File: config.mk
export PLATFORM = sky130hd
export DESIGN_NAME = tile_occupancy_scanner
export DESIGN_NICKNAME = d
export VERILOG_FILES = /design/src/rtl/tos_pkg.sv /design/src/rtl/tos_line_trigger.sv /design/src/rtl/tos_scan_seq.sv /design/src/rtl/tos_occ_accum.sv /design/src/rtl/tile_occupancy_scanner.sv
export SDC_FILE = /design/constraint.sdc
export NUM_CORES = 1
export LEC_CHECK = 0
export CAP_MARGIN = 20
export CORE_ASPECT_RATIO = 0.75
export CORE_MARGIN = 4
export CORE_UTILIZATION = 54
export DETAILED_ROUTE_END_ITERATION = 8
export GPL_TIMING_DRIVEN = 1
export PLACE_DENSITY = 0.82
export SLEW_MARGIN = 10
export SYNTH_ARGS = -nofsm -noshare
export SYNTH_HDL_FRONTEND = slang
export SYNTH_SLANG_ARGS = --single-unit
export TNS_END_PERCENT = 20
File: constraint.sdc
create_clock -name clk -period 4 [get_ports clk]
set_input_delay 0.8 -clock clk [delete_from_list [all_inputs] [get_ports clk]]
set_output_delay 0.8 -clock clk [all_outputs]
set_load 0.03 [all_outputs]
File: src/rtl/tos_pkg.sv
package tos_pkg;

    // Scan controller states
    typedef enum logic [1:0] {
        ST_IDLE   = 2'd0,
        ST_READ   = 2'd1,
        ST_DRAIN  = 2'd2,
        ST_COMMIT = 2'd3
    } scan_state_e;

endpackage

File: src/rtl/tos_line_trigger.sv
// Decides whether a line event from the display timing should launch a scan.
module tos_line_trigger #(
    parameter int LINE_W        = 8,
    parameter int FRAME_LINE    = 0,
    parameter int MID_LINE      = 72,
    parameter int LAST_ACT_LINE = 143,
    parameter int VBL_FIRST     = 144,
    parameter int VBL_LAST      = 153,
    parameter bit VBL_SCAN_EN   = 1'b1
) (
    input  logic              line_start,
    input  logic [LINE_W-1:0] line_num,
    output logic              fire
);

    localparam logic [LINE_W-1:0] L_FRAME = LINE_W'(FRAME_LINE);
    localparam logic [LINE_W-1:0] L_MID   = LINE_W'(MID_LINE);
    localparam logic [LINE_W-1:0] L_LAST  = LINE_W'(LAST_ACT_LINE);
    localparam logic [LINE_W-1:0] L_VB_LO = LINE_W'(VBL_FIRST);
    localparam logic [LINE_W-1:0] L_VB_HI = LINE_W'(VBL_LAST);

    logic hit_active;
    logic hit_vblank;

    // Frame start and the two in-display check lines
    always_comb begin
        hit_active = (line_num == L_FRAME) ||
                     (line_num == L_MID)   ||
                     (line_num == L_LAST);
    end

    generate
        if (VBL_SCAN_EN) begin : g_vbl
            always_comb begin
                hit_vblank = (line_num >= L_VB_LO) && (line_num <= L_VB_HI);
            end
        end else begin : g_no_vbl
            always_comb begin
                hit_vblank = 1'b0;
            end
        end
    endgenerate

    always_comb begin
        fire = line_start && (hit_active || hit_vblank);
    end

endmodule

File: src/rtl/tos_scan_seq.sv
// Scan controller: state machine plus the address counter.
module tos_scan_seq
    import tos_pkg::*;
#(
    parameter int SCAN_BYTES = 6144,
    parameter int ADDR_W     = 13
) (
    input  logic              clk,
    input  logic              rst_n,
    input  logic              fire,
    output logic              rd_en,
    output logic [ADDR_W-1:0] rd_addr,
    output logic              acc_clear,
    output logic              commit,
    output logic              busy
);

    localparam logic [ADDR_W-1:0] LAST_ADDR = ADDR_W'(SCAN_BYTES - 1);

    scan_state_e state_q, state_d;
    logic [ADDR_W-1:0] addr_q, addr_d;

    // Next-state logic
    always_comb begin
        state_d = state_q;
        unique case (state_q)
            ST_IDLE:   if (fire) state_d = ST_READ;              // launch
            ST_READ:   if (addr_q == LAST_ADDR) state_d = ST_DRAIN; // last_issue
            ST_DRAIN:  state_d = ST_COMMIT;                      // settle
            ST_COMMIT: state_d = ST_IDLE;                        // publish
            default:   state_d = ST_IDLE;
        endcase
    end

    // Address counter
    always_comb begin
        addr_d = addr_q;
        unique case (state_q)
            ST_IDLE:   if (fire) addr_d = '0;
            ST_READ:   if (addr_q != LAST_ADDR) addr_d = addr_q + 1'b1;
            ST_DRAIN:  addr_d = addr_q;
            ST_COMMIT: addr_d = addr_q;
            default:   addr_d = '0;
        endcase
    end

    // State register
    always_ff @(posedge clk) begin
        if (!rst_n) begin
            state_q <= ST_IDLE;
            addr_q  <= '0;
        end else begin
            state_q <= state_d;
            addr_q  <= addr_d;
        end
    end

    // Outputs
    always_comb begin
        rd_en     = 1'b0;
        acc_clear = 1'b0;
        commit    = 1'b0;
        busy      = 1'b1;
        unique case (state_q)
            ST_IDLE: begin
                busy      = 1'b0;
                acc_clear = fire;
            end
            ST_READ:   rd_en  = 1'b1;
            ST_DRAIN:  rd_en  = 1'b0;
            ST_COMMIT: commit = 1'b1;
            default:   busy   = 1'b0;
        endcase
        rd_addr = addr_q;
    end

    AST_ADDR_RANGE: assert property (@(posedge clk) disable iff (!rst_n)
        rd_en |-> (rd_addr <= LAST_ADDR));

    AST_ADDR_STEP: assert property (@(posedge clk) disable iff (!rst_n)
        (rd_en && $past(rd_en)) |-> (rd_addr == $past(rd_addr) + 1'b1));

    AST_NO_RESTART: assert property (@(posedge clk) disable iff (!rst_n)
        (rd_en && rd_addr == '0) |-> !$past(busy));

    AST_BUSY_FOLLOWS_FIRE: assert property (@(posedge clk) disable iff (!rst_n)
        (fire && !busy) |=> busy);

endmodule

File: src/rtl/tos_occ_accum.sv
// Counts nonzero bytes returning from memory and publishes on commit.
module tos_occ_accum #(
    parameter int DATA_W     = 8,
    parameter int SCAN_BYTES = 6144,
    parameter int CNT_W      = 13
) (
    input  logic              clk,
    input  logic              rst_n,
    input  logic              rd_en,
    input  logic [DATA_W-1:0] rd_data,
    input  logic              acc_clear,
    input  logic              commit,
    output logic [CNT_W-1:0]  count,
    output logic              empty,
    output logic              empty_chg
);

    localparam logic [CNT_W-1:0] CNT_MAX = CNT_W'(SCAN_BYTES);

    logic             valid_q;
    logic [CNT_W-1:0] tally_q;
    logic [CNT_W-1:0] count_q;
    logic             empty_q;
    logic             chg_q;
    logic             byte_hit;
    logic             tally_zero;

    always_comb begin
        byte_hit   = valid_q && (rd_data != '0);
        tally_zero = (tally_q == '0);
    end

    // Read-return tracking and running tally
    always_ff @(posedge clk) begin
        if (!rst_n) begin
            valid_q <= 1'b0;
            tally_q <= '0;
        end else begin
            valid_q <= rd_en;
            if (acc_clear) begin
                tally_q <= '0;
            end else if (byte_hit) begin
                tally_q <= tally_q + 1'b1;
            end
        end
    end

    // Published result, updated only when a whole scan has been counted
    always_ff @(posedge clk) begin
        if (!rst_n) begin
            count_q <= '0;
            empty_q <= 1'b1;
            chg_q   <= 1'b0;
        end else begin
            chg_q <= 1'b0;
            if (commit) begin
                count_q <= tally_q;
                empty_q <= tally_zero;
                chg_q   <= (empty_q != tally_zero);
            end
        end
    end

    always_comb begin
        count     = count_q;
        empty     = empty_q;
        empty_chg = chg_q;
    end

    AST_COUNT_HOLD: assert property (@(posedge clk) disable iff (!rst_n)
        !$past(commit) |-> ($stable(count_q) && $stable(empty_q)));

    AST_COUNT_LIMIT: assert property (@(posedge clk) disable iff (!rst_n)
        count_q <= CNT_MAX);

    AST_EMPTY_ZERO: assert property (@(posedge clk) disable iff (!rst_n)
        empty_q == (count_q == '0));

    AST_PULSE_ON_FLIP: assert property (@(posedge clk) disable iff (!rst_n)
        chg_q |-> (empty_q != $past(empty_q)));

    AST_FLIP_HAS_PULSE: assert property (@(posedge clk) disable iff (!rst_n)
        (empty_q != $past(empty_q)) |-> chg_q);

    AST_PULSE_SINGLE: assert property (@(posedge clk) disable iff (!rst_n)
        chg_q |=> !chg_q);

endmodule

File: src/rtl/tile_occupancy_scanner.sv
// Top: background occupancy scan of the bank-0 tile-pattern area.
module tile_occupancy_scanner #(
    parameter int SCAN_BYTES    = 6144,
    parameter int DATA_W        = 8,
    parameter int LINE_W        = 8,
    parameter int FRAME_LINE    = 0,
    parameter int MID_LINE      = 72,
    parameter int LAST_ACT_LINE = 143,
    parameter int VBL_FIRST     = 144,
    parameter int VBL_LAST      = 153,
    parameter bit VBL_SCAN_EN   = 1'b1,
    parameter int ADDR_W        = $clog2(SCAN_BYTES),
    parameter int CNT_W         = $clog2(SCAN_BYTES + 1)
) (
    input  logic              clk,
    input  logic              rst_n,
    input  logic              line_start,
    input  logic [LINE_W-1:0] line_num,
    output logic              vram_rd_en,
    output logic              vram_rd_bank,
    output logic [ADDR_W-1:0] vram_rd_addr,
    input  logic [DATA_W-1:0] vram_rd_data,
    output logic              scan_busy,
    output logic [CNT_W-1:0]  nz_count,
    output logic              tiles_empty,
    output logic              empty_changed
);

    localparam logic PATTERN_BANK = 1'b0;

    logic fire;
    logic acc_clear;
    logic commit;

    tos_line_trigger #(
        .LINE_W        (LINE_W),
        .FRAME_LINE    (FRAME_LINE),
        .MID_LINE      (MID_LINE),
        .LAST_ACT_LINE (LAST_ACT_LINE),
        .VBL_FIRST     (VBL_FIRST),
        .VBL_LAST      (VBL_LAST),
        .VBL_SCAN_EN   (VBL_SCAN_EN)
    ) u_trig (
        .line_start (line_start),
        .line_num   (line_num),
        .fire       (fire)
    );

    tos_scan_seq #(
        .SCAN_BYTES (SCAN_BYTES),
        .ADDR_W     (ADDR_W)
    ) u_seq (
        .clk       (clk),
        .rst_n     (rst_n),
        .fire      (fire),
        .rd_en     (vram_rd_en),
        .rd_addr   (vram_rd_addr),
        .acc_clear (acc_clear),
        .commit    (commit),
        .busy      (scan_busy)
    );

    tos_occ_accum #(
        .DATA_W     (DATA_W),
        .SCAN_BYTES (SCAN_BYTES),
        .CNT_W      (CNT_W)
    ) u_acc (
        .clk       (clk),
        .rst_n     (rst_n),
        .rd_en     (vram_rd_en),
        .rd_data   (vram_rd_data),
        .acc_clear (acc_clear),
        .commit    (commit),
        .count     (nz_count),
        .empty     (tiles_empty),
        .empty_chg (empty_changed)
    );

    // Pattern data always comes from bank 0, never the CPU-selected bank
    always_comb begin
        vram_rd_bank = PATTERN_BANK;
    end

    AST_BUSY_DURING_READ: assert property (@(posedge clk) disable iff (!rst_n)
        vram_rd_en |-> scan_busy);

endmodule

==> flow_metrics.env <==
export IMPL_crit_type="flip-flop to output pin"
export IMPL_drv_slew=0
export IMPL_ys_ff_latch=44
export IMPL_coreArea_um2=3780
export IMPL_wl_per_cell_um=14.0
export IMPL_vias=1886
export IMPL_diodes=0
export IMPL_drc=0
export IMPL_yosys_warnings=0
export IMPL_ant_nets=0
export IMPL_wirelength_mm=4.84
export IMPL_drtPass1Iterations=5
export IMPL_yosys_area_top_type="dfxtp_1"
export IMPL_insertion_delay_ps=300
export IMPL_ys_seq_area_share_pct=40.2
export IMPL_io_pins=50
export IMPL_grt_use_met2_pct=28.6
export IMPL_dp_hpwl_mm=3.47
export IMPL_async_flop_share_pct=0
export IMPL_place_ws_ps=912
export IMPL_setup_viol=0
export IMPL_finalHoldViolCount=0
export IMPL_cts_buffers=5
export IMPL_cts_buffer_depth=2
export IMPL_dieWidth_um=81.6
export IMPL_placedCellCount=337
export IMPL_grt_pass1_vias=1696
export IMPL_synth_flop_cell="dfxtp_1"
export IMPL_grt_overflow_total=0
export IMPL_syn2layout_area_growth_pct=29.4
export IMPL_cts_sinks=44
export IMPL_rsz0062_at_grt="no"
export IMPL_rows=19
export IMPL_n_fill_cell=285
export IMPL_synthTopCellsByArea="dfxtp_1 40%, mux2i_1 5.9%, nand2_1 5.0%"
export IMPL_ctsResizeCount=0
export IMPL_power_total_mw=0.990
export IMPL_placed_cell_area_um2=2710
export IMPL_grt_pass1_wl_mm=7.84
export IMPL_drive_gt1_share_pct=6.48
export IMPL_fmax_ghz=0.347
export IMPL_nNetsFinal=318
export IMPL_status="finished, final reports clean"
export IMPL_place_congestion=0.799
export IMPL_cts_hold_buffers=0
export IMPL_yosys_area_top_type_share_pct=40.2
export IMPL_fin_hold_ws_ps=505
export IMPL_synth_area_um2=2190
export IMPL_power_density_nw_per_um2=349
export IMPL_synth_most_common_cell="dfxtp_1"
export IMPL_syn_inst=245
export IMPL_endpoint_kind="output pin"
export IMPL_grt_max_degree=23
export IMPL_slew_headroom_pct=41.5
export IMPL_htree_levels=2
export IMPL_finalWorstSetupSlack_ps=1120
export IMPL_crit_path_max_fanout=17
export IMPL_start_util_pct=58.0
export IMPL_avgSynthCellArea_um2=8.94
export IMPL_portBuffers=48
export IMPL_clock_tree_root_cell="clkbuf_8"
export IMPL_via_per_inst=5.47
export IMPL_final_area_um2=2840
export IMPL_use_met3_pct=4.70
export IMPL_rr_worst_depth=6
export IMPL_final_setup_skew_ps=4.82
export IMPL_yosys_top_cells_count="44 x dfxtp_1, 29 x nand2_1, 15 x nor2_1, 15 x nor2b_1, 13 x mux2i_1"
export IMPL_final_instance_count_excl_fill=345
export IMPL_grt_use_met1_pct=26.4
export IMPL_cts_tree="yes"
export IMPL_tightest_slew_ps=877
export IMPL_die_area_um2=5150
export IMPL_p_leak_nw=0.964
export IMPL_busiest_layer="met2"
export IMPL_vdd_drop_max_uv=244
export IMPL_syn_nets=271
export IMPL_die_h_um=63.2
export IMPL_final_util_pct=75.0
export IMPL_grt_use_total_pct=19.0
export IMPL_ys_types=42
export IMPL_min_path_cells=2
export IMPL_setup_tns_ps=0
export IMPL_drt_iter0_markers=76
export IMPL_postCtsSetupBuffers=0
export IMPL_cp_required_ps=3200
export IMPL_antenna_found_initial=0
export IMPL_synth_edf_count=0
export IMPL_clk_pin_slew_worst_paths_ps=80
export IMPL_arrival_ps=2080
export IMPL_max_cap_viol_count=0
export IMPL_hp_class="flip-flop to flip-flop"
export IMPL_finalCritPeriodShare_pct=72.0
export IMPL_timing_final_crit_period_ps=2880
export IMPL_cp_start_kind="flip-flop"
-- final cells by class --
class	count	area, um2	area share [%]
Tap cell	52	65.1	2.29
Sequential cell	44	881	31.1
Inverter	7	26.3	0.927
Multi-Input combinational cell	184	1240	43.8
Timing Repair Buffer	50	495	17.5
Clock buffer	7	96.3	3.40
Clock inverter	1	30.0	1.06
-- metal layers --
metal	wire [um]	vias to the layer above
li1	-	945
met1	2400	877
met4	44	0
met2	2020	58
met5	0	-
met3	366	6
-- worst max-delay path, stage by stage (launching register included) --
cell	delay, ps
dfxtp_1	340
inv_1	80
ha_1	560
clkdlybuf4s50_1	800
-- flip-flops by register name, summed over array words and instances (netlist names) --
signal and cells:
u_acc.count 13, u_acc.empty 1, u_acc.empty_chg 1, u_acc.tally_q 13
u_acc.valid_q 1, u_seq.rd_addr 13, u_seq.state_q 2
-- logic make-up (layout without fill, tap and decap cells) --
logic type	count (synthesis)	in the layout	synth area share (%)
XOR/XNOR	12	12	4.80
buffers and inverters	17	65	3.14
AO/OA/AOI/OAI	44	44	15.9
other	1	1	0.171
multiplexers	13	13	5.94
AND/OR/NAND/NOR	107	107	25.9
adder cells (fa/ha/maj)	7	7	4.00
flip-flops	44	44	40.2
-- power by group --
group / internal, mW / switching (mW) / total [mW]
registers: 0.447 / 0.00894 / 0.456
logic: 0.0722 / 0.0895 / 0.162
clock network: 0.220 / 0.152 / 0.373
total: 0.739 / 0.251 / 0.990
-- cell usage in the layout (no fill, tap or decap), types with 2 or more instances in the layout --
cell type,n
a21boi_0,2
a21boi_1,2
a21o_1,8
a21oi_1,6
and3_1,8
buf_4,2
clkbuf_8,7
clkdlybuf4s50_1,48
dfxtp_1,44
ha_1,7
inv_1,7
mux2i_1,13
nand2_1,29
nand2b_1,2
nand3_1,12
nand3b_1,5
nand4_1,3
nor2_1,15
nor2b_1,15
nor3_1,4
nor4_1,4
o21ai_0,12
o31ai_1,6
or2_2,2
or3_1,3
xnor2_1,5
xor2_1,7
-- path summary, 6_finish.rpt --
check | start | to | slack (ps)
max reg2reg | u_seq.rd_addr[0]$_SDFFE_PN0P_ | u_seq.state_q[1]$_SDFFE_PN0P_ | 1790
min reg2reg | u_seq.state_q[1]$_SDFFE_PN0P_ | u_seq.state_q[1]$_SDFFE_PN0P_ | 510
min | u_seq.state_q[1]$_SDFFE_PN0P_ | u_seq.state_q[1]$_SDFFE_PN0P_ | 510
max | u_seq.state_q[1]$_SDFFE_PN0P_ | vram_rd_en | 1120
(Power assumes the default switching activity.)
